[src/rtl/fetch_exc_pkg.sv]
package fetch_exc_pkg;
  localparam logic [7:0] SWI_OPCODE = 8'hFF;

  typedef enum logic [1:0] {
    CAUSE_NONE  = 2'd0,
    CAUSE_SWI   = 2'd1,
    CAUSE_UNDEF = 2'd2,
    CAUSE_ATRAP = 2'd3
  } exc_cause_e;
endpackage

[src/rtl/fetch_region_decode.sv]
module fetch_region_decode #(
  parameter int unsigned ADDR_W = 16,
  parameter logic [ADDR_W-1:0] SFR_LO = 16'h0000,
  parameter logic [ADDR_W-1:0] SFR_HI = 16'h003F,
  parameter logic [ADDR_W-1:0] RAM_LO = 16'h0040,
  parameter logic [ADDR_W-1:0] RAM_HI = 16'h023F,
  parameter logic [ADDR_W-1:0] DBR_LO = 16'h0F80,
  parameter logic [ADDR_W-1:0] DBR_HI = 16'h0FFF,
  parameter logic [ADDR_W-1:0] ROM_LO = 16'h8000,
  parameter logic [ADDR_W-1:0] ROM_HI = 16'hFFFF
) (
  input  logic [ADDR_W-1:0] addr_i,
  output logic              in_trap_o,
  output logic              in_rom_o
);
  localparam int unsigned N_TRAP = 3;
  localparam logic [N_TRAP-1:0][ADDR_W-1:0] TRAP_LO = {DBR_LO, RAM_LO, SFR_LO};
  localparam logic [N_TRAP-1:0][ADDR_W-1:0] TRAP_HI = {DBR_HI, RAM_HI, SFR_HI};

  logic [N_TRAP-1:0] hit;

  // offset compare avoids constant-range comparisons when a base is zero
  for (genvar g = 0; g < N_TRAP; g++) begin : g_trap
    assign hit[g] = (addr_i - TRAP_LO[g]) <= (TRAP_HI[g] - TRAP_LO[g]);
  end

  assign in_trap_o = |hit;
  assign in_rom_o  = (addr_i - ROM_LO) <= (ROM_HI - ROM_LO);
endmodule

[src/rtl/fetch_exc_prio.sv]
module fetch_exc_prio
  import fetch_exc_pkg::*;
(
  input  logic       valid_i,
  input  logic       in_trap_i,
  input  logic       in_rom_i,
  input  logic [7:0] opcode_i,
  input  logic       undef_i,
  output exc_cause_e cause_o
);
  always_comb begin
    cause_o = CAUSE_NONE;
    if (valid_i) begin
      if (in_trap_i)                   cause_o = CAUSE_ATRAP;
      else if (!in_rom_i)              cause_o = CAUSE_SWI;   // unpopulated space reads 0xFF
      else if (undef_i)                cause_o = CAUSE_UNDEF;
      else if (opcode_i == SWI_OPCODE) cause_o = CAUSE_SWI;
    end
  end
endmodule

[src/rtl/fetch_exc_state.sv]
module fetch_exc_state
  import fetch_exc_pkg::*;
(
  input  logic       clk_i,
  input  logic       rst_ni,
  input  exc_cause_e evt_i,
  input  logic       nmi_active_i,
  input  logic       cfg_we_i,
  input  logic       cfg_i,
  input  logic       ack_i,
  output logic       req_o,
  output exc_cause_e cause_o,
  output logic       abort_o,
  output logic       rst_req_o
);
  logic       pend_q, abort_q, rst_q, trap_int_q;
  exc_cause_e cause_q;
  logic       take;

  assign take = (!pend_q || ack_i) && (evt_i != CAUSE_NONE);

  always_ff @(posedge clk_i or negedge rst_ni) begin
    if (!rst_ni) begin
      pend_q     <= 1'b0;
      cause_q    <= CAUSE_NONE;
      abort_q    <= 1'b0;
      rst_q      <= 1'b0;
      trap_int_q <= 1'b0;
    end else begin
      abort_q <= 1'b0;
      rst_q   <= 1'b0;
      if (cfg_we_i) trap_int_q <= cfg_i;
      if (ack_i) begin
        pend_q  <= 1'b0;
        cause_q <= CAUSE_NONE;
      end
      if (take) begin
        if (evt_i == CAUSE_ATRAP && !trap_int_q) begin
          rst_q <= 1'b1;
        end else begin
          pend_q  <= 1'b1;
          cause_q <= evt_i;
          abort_q <= nmi_active_i && (evt_i != CAUSE_SWI);
        end
      end
    end
  end

  assign req_o     = pend_q;
  assign cause_o   = cause_q;
  assign abort_o   = abort_q;
  assign rst_req_o = rst_q;
endmodule

[src/rtl/fetch_exc_unit.sv]
module fetch_exc_unit
  import fetch_exc_pkg::*;
#(
  parameter int unsigned ADDR_W = 16,
  parameter logic [ADDR_W-1:0] SFR_LO = 16'h0000,
  parameter logic [ADDR_W-1:0] SFR_HI = 16'h003F,
  parameter logic [ADDR_W-1:0] RAM_LO = 16'h0040,
  parameter logic [ADDR_W-1:0] RAM_HI = 16'h023F,
  parameter logic [ADDR_W-1:0] DBR_LO = 16'h0F80,
  parameter logic [ADDR_W-1:0] DBR_HI = 16'h0FFF,
  parameter logic [ADDR_W-1:0] ROM_LO = 16'h8000,
  parameter logic [ADDR_W-1:0] ROM_HI = 16'hFFFF
) (
  input  logic              clk_i,
  input  logic              rst_ni,
  input  logic              fetch_valid_i,
  input  logic [ADDR_W-1:0] fetch_addr_i,
  input  logic [7:0]        fetch_opcode_i,
  input  logic              fetch_undef_i,
  input  logic              nmi_active_i,
  input  logic              trap_cfg_we_i,
  input  logic              trap_cfg_i,
  input  logic              ack_i,
  output logic              exc_req_o,
  output logic [1:0]        exc_cause_o,
  output logic              abort_o,
  output logic              rst_req_o
);
  logic       in_trap, in_rom;
  exc_cause_e evt, cause;

  fetch_region_decode #(
    .ADDR_W(ADDR_W),
    .SFR_LO(SFR_LO), .SFR_HI(SFR_HI),
    .RAM_LO(RAM_LO), .RAM_HI(RAM_HI),
    .DBR_LO(DBR_LO), .DBR_HI(DBR_HI),
    .ROM_LO(ROM_LO), .ROM_HI(ROM_HI)
  ) i_decode (
    .addr_i   (fetch_addr_i),
    .in_trap_o(in_trap),
    .in_rom_o (in_rom)
  );

  fetch_exc_prio i_prio (
    .valid_i  (fetch_valid_i),
    .in_trap_i(in_trap),
    .in_rom_i (in_rom),
    .opcode_i (fetch_opcode_i),
    .undef_i  (fetch_undef_i),
    .cause_o  (evt)
  );

  fetch_exc_state i_state (
    .clk_i       (clk_i),
    .rst_ni      (rst_ni),
    .evt_i       (evt),
    .nmi_active_i(nmi_active_i),
    .cfg_we_i    (trap_cfg_we_i),
    .cfg_i       (trap_cfg_i),
    .ack_i       (ack_i),
    .req_o       (exc_req_o),
    .cause_o     (cause),
    .abort_o     (abort_o),
    .rst_req_o   (rst_req_o)
  );

  assign exc_cause_o = cause;
endmodule

[config.mk]
export PLATFORM = sky130hd
export DESIGN_NAME = fetch_exc_unit
export DESIGN_NICKNAME = d
export VERILOG_FILES = /design/src/rtl/fetch_exc_pkg.sv /design/src/rtl/fetch_region_decode.sv /design/src/rtl/fetch_exc_prio.sv /design/src/rtl/fetch_exc_state.sv /design/src/rtl/fetch_exc_unit.sv
export SDC_FILE = /design/constraint.sdc
export NUM_CORES = 1
export LEC_CHECK = 0
export CAP_MARGIN = 20
export CORE_MARGIN = 1.5
export CORE_UTILIZATION = 34
export CTS_CLUSTER_DIAMETER = 200
export DETAILED_ROUTE_END_ITERATION = 6
export HOLD_SLACK_MARGIN = 0.08
export PLACE_DENSITY = 0.78
export SLEW_MARGIN = 30
export SYNTH_ARGS = -nofsm -noshare
export SYNTH_HDL_FRONTEND = slang
export SYNTH_SLANG_ARGS = --single-unit
[constraint.sdc]
create_clock -name clk_i -period 1.35 [get_ports clk_i]
set_input_delay 0.135 -clock clk_i [delete_from_list [all_inputs] [get_ports clk_i]]
set_output_delay 0.135 -clock clk_i [all_outputs]
set_load 0.02 [all_outputs]
==> key figures <==
Logic synthesis
  – Post-synth EDFFs: 0
  – FFs w/ async S/R, synth: 100%
  – Mapped Avg Cell Area: 9.10 um^2
  – Mapped Area: about 530 um^2
  – Synthesized net count: 93
  – Synth area leader: dfrtp_1
  – Post-synthesis compound-gate area fraction: just under 30%
  – Synth top area share: 28.4%
  – Syn Inst Count: 58
  – Synth Area in XOR/XNOR: about 3.3%
  – Count of different cell masters after synthesis: 29
  – Register area share after synthesis: between 20 and 30%
  – Largest family of logic cells by synthesized area: compound AO/OA/AOI/OAI gates
  – Seq cells post-synth: 6
  – Simple-gate share of the synthesized area: roughly 27%
  – Syn. warnings: 0
  – Top FF cell, synth: dfrtp_1
  – Largest cells by area after synthesis: dfrtp_1 28%, ha_1 7.1%, a2111oi_4 5.2%
  – Synth Area in Adders: between 7 and 8%
  – Multiplexer area fraction after synthesis: ~2.1%

Floorplan
  – Die area: 0.00180 mm^2
  – Die height: ~42 um
  – Initial core utilization: 35.9%
  – Top Ports: 37
  – Die W: ~42 um
  – Core box area: 0.00147 mm^2
  – Site Rows: 14

Global route
  – First-pass GRT wire length: between 2000 and 3000 um
  – Number of global-route vias before repair: between 600 and 700
  – Overflow after GRT: 0
  – Largest net degree at the start of global routing: 7
  – Gr usage total: just over 20%
  – Antenna violations before repair: 0

Final layout
  – Reg area: roughly 150 um^2
  – Multi-input gate area: approximately 450 um^2
  – Area grow syn2layout: 109%
  – Post-layout util: roughly three quarters
  – # diodes: 0
  – Nets@finish: 143
  – Layout Cells excl Fill: 122
  – Most common library cell in the layout ignoring fill and taps: clkdlybuf4s50_1
  – Fraction of layout cells with a size suffix above 1: roughly 37%
  – Design area: 0.00111 mm^2
  – Most frequent cells in the layout: 17 x clkdlybuf4s50_1, 13 x buf_4, 8 x dlygate4sd2_1
  – Fillers: ~110

STA
  – Setup ws final: -0.0928 ns
  – Tmin final: between 1 and 1.5 ns
  – Final Max Tran Viols: 0
  – Actual slew at the worst max-slew pin: around 0.37 ns
  – Skew final: a little under 0.001 ns
  – Hold Violations, Final: 0
  – Endpoints failing setup: 5
  – Slew margin rel.: 74.9%
  – RSZ-0062 raised after global routing: true
  – Part of the cycle the worst path needs: 107%
  – FMAX: roughly 0.7 GHz
  – Final setup TNS: -0.311 ns

Pwr
  – Leak Pwr: between 0.4 and 0.5 nW
  – Peak VDD IR: roughly 0.45 mV
  – Final Power: 0.641 mW
  – Cell Pwr Density: around 580 mW/mm^2

Routing
  – DRT Pass-1 Iters: 4
  – Starting DRT DRC Count: 7
  – Vias per inst: 5.45
  – Final ANT Viol Nets: 0
  – Vias: 665
  – Drt drc: 0
  – WL/cell: around 14 um
  – WL final: approximately 1700 um

Placement
  – Area after DPL: 992 um^2
  – RD Place Congestion: 0.766
  – Post-Place Cells: around 120
  – Hpwl dp: roughly 1200 um
  – Port buffer count: 30

CTS
  – Num CTS Buffers: 3
  – Clock transition at path regs: about 0.050 ns
  – Root buffer cell: clkbuf_4
  – Post-CTS Hold Buffers: 0
  – CTS Sinks: 6
  – CTS tree: built
  – Worst skew pair latency: ~0.25 ns
  – Depth of the CTS H-tree: 1
  – Clock Tree Buf Depth: 2

Run status
  – Status: finished, violations left
  – Failing checks: setup timing

Worst setup path
  – CP max-delay cell: a2111oi_4
  – Crit Path Category: primary input to flop
  – Crit-path max cell delay: around 0.33 ns
  – CP Data Arrival Time: 1.62 ns
  – Worst EP required: 1.53 ns
  – Reg-to-Reg Start: i_state.req_o
  – Reg2Reg Setup Slack: roughly 0.21 ns
  – Critical path peak fanout: 3
  – Crit path capture: i_state.abort_o
  – Startpoint type of the worst setup path: primary input
  – Reg2Reg Depth: 4
  – Cell chain of the critical path: buf_8 -> inv_6 -> ha_4 -> a21bo_4 -> buf_6 -> a2111oi_4 -> a32oi_4 -> nand2_2 -> and4_1
  – Crit. Startpoint: fetch_addr_i[7]
  – R2R Path End: i_state.cause_o[0]
  – CP endpoint kind: flop

Run
  – Maxcap violations: 0

Worst hold path
  – Hold Crit Class: primary input to async pin
[synthesized netlist by cell type, drive strengths merged, types with 2 or more instances]
master / n
and2: 2
ha: 3
a21oi: 4
o41ai: 2
nand3: 2
dfrtp: 6
nor2b: 2
nand4: 2
xnor2: 2
nand2: 7
o21ai: 4
inv: 4
or3: 2
nand2b: 3
[report_power, final]
part           switching, mW  leakage (nW)  total (mW)  internal, mW
combinational          0.115         0.394       0.268         0.153
sequential           0.00898        0.0780       0.201         0.192
clock                 0.0714        0.0138       0.172         0.101
[worst max-delay path, delay by kind of cell]
family                     cells  cell delay, ns
adders and majority gates      1            0.13
AOI/OAI and AO/OA              3            0.74
and+or+nand+nor                2            0.34
buffers and inverters          3            0.26
[area by class of cell]
type                            count  area share [%]
Tap cell                           16            1.81
Timing Repair Buffer               45            38.7
Clock buffer                        3            2.04
Multi-Input combinational cell     48            41.0
Inverter                            4            2.94
Sequential cell                     6            13.6
[per-layer routing]
metal | global-route usage (%) | up-vias | part of all wire (%)
met5 | 0 | - | 0
met4 | 8.13 | 0 | 2.8
met3 | 6.03 | 6 | 7.7
met2 | 35.1 | 35 | 48
met1 | 23.8 | 307 | 41
li1 | - | 317 | -
[worst min-delay path by stage]
stage | start | end | slack, ns | cells past startpoint
final | rst_ni | i_state.rst_req_o | 0.14 | 1
after global routing | rst_ni | i_state.abort_o | 0.16 | 1
after detailed placement | rst_ni | i_state.abort_o | 0.41 | 1
after CTS | rst_ni | i_state.abort_o | 0.14 | 1
after global placement | rst_ni | i_state.abort_o | 0.39 | 1
after floorplan | rst_ni | i_state.abort_o | -0.16 | 0
[per-stage QoR]
stage | hold slack, ns | setup WS [ns]
2_1_floorplan | -0.161 | -0.140
3_3_place_gp | 0.393 | -0.834
3_5_place_dp | 0.407 | -0.953
4_1_cts | 0.142 | -0.0613
5_1_grt | 0.157 | -0.154
6_report | 0.135 | -0.0928
[timing repair]
item	in CTS	in global routing
hold endpoints to repair	0	0
buffers inserted	0	1
gates resized for setup	30	9
endpoints found under the setup margin	7	6
pin swaps	12	10
[sequential cells by signal, summed over array words and instances (netlist names)]
| register | flops |
|---|---|
| i_state.trap_int_q | 1 |
| i_state.req_o | 1 |
| i_state.cause_o | 2 |
| i_state.rst_req_o | 1 |
| i_state.abort_o | 1 |
[logic make-up after synthesis]
| kind of cell | after synthesis |
|---|---|
| adders and majority gates | 3 |
| AOI/OAI and AO/OA | 17 |
| and+or+nand+nor | 25 |
| DFF | 6 |
| xor gates and xnor gates | 2 |
| muxes | 1 |
| buffers and inverters | 4 |
No activity file was read; power rests on OpenSTA's default activity.
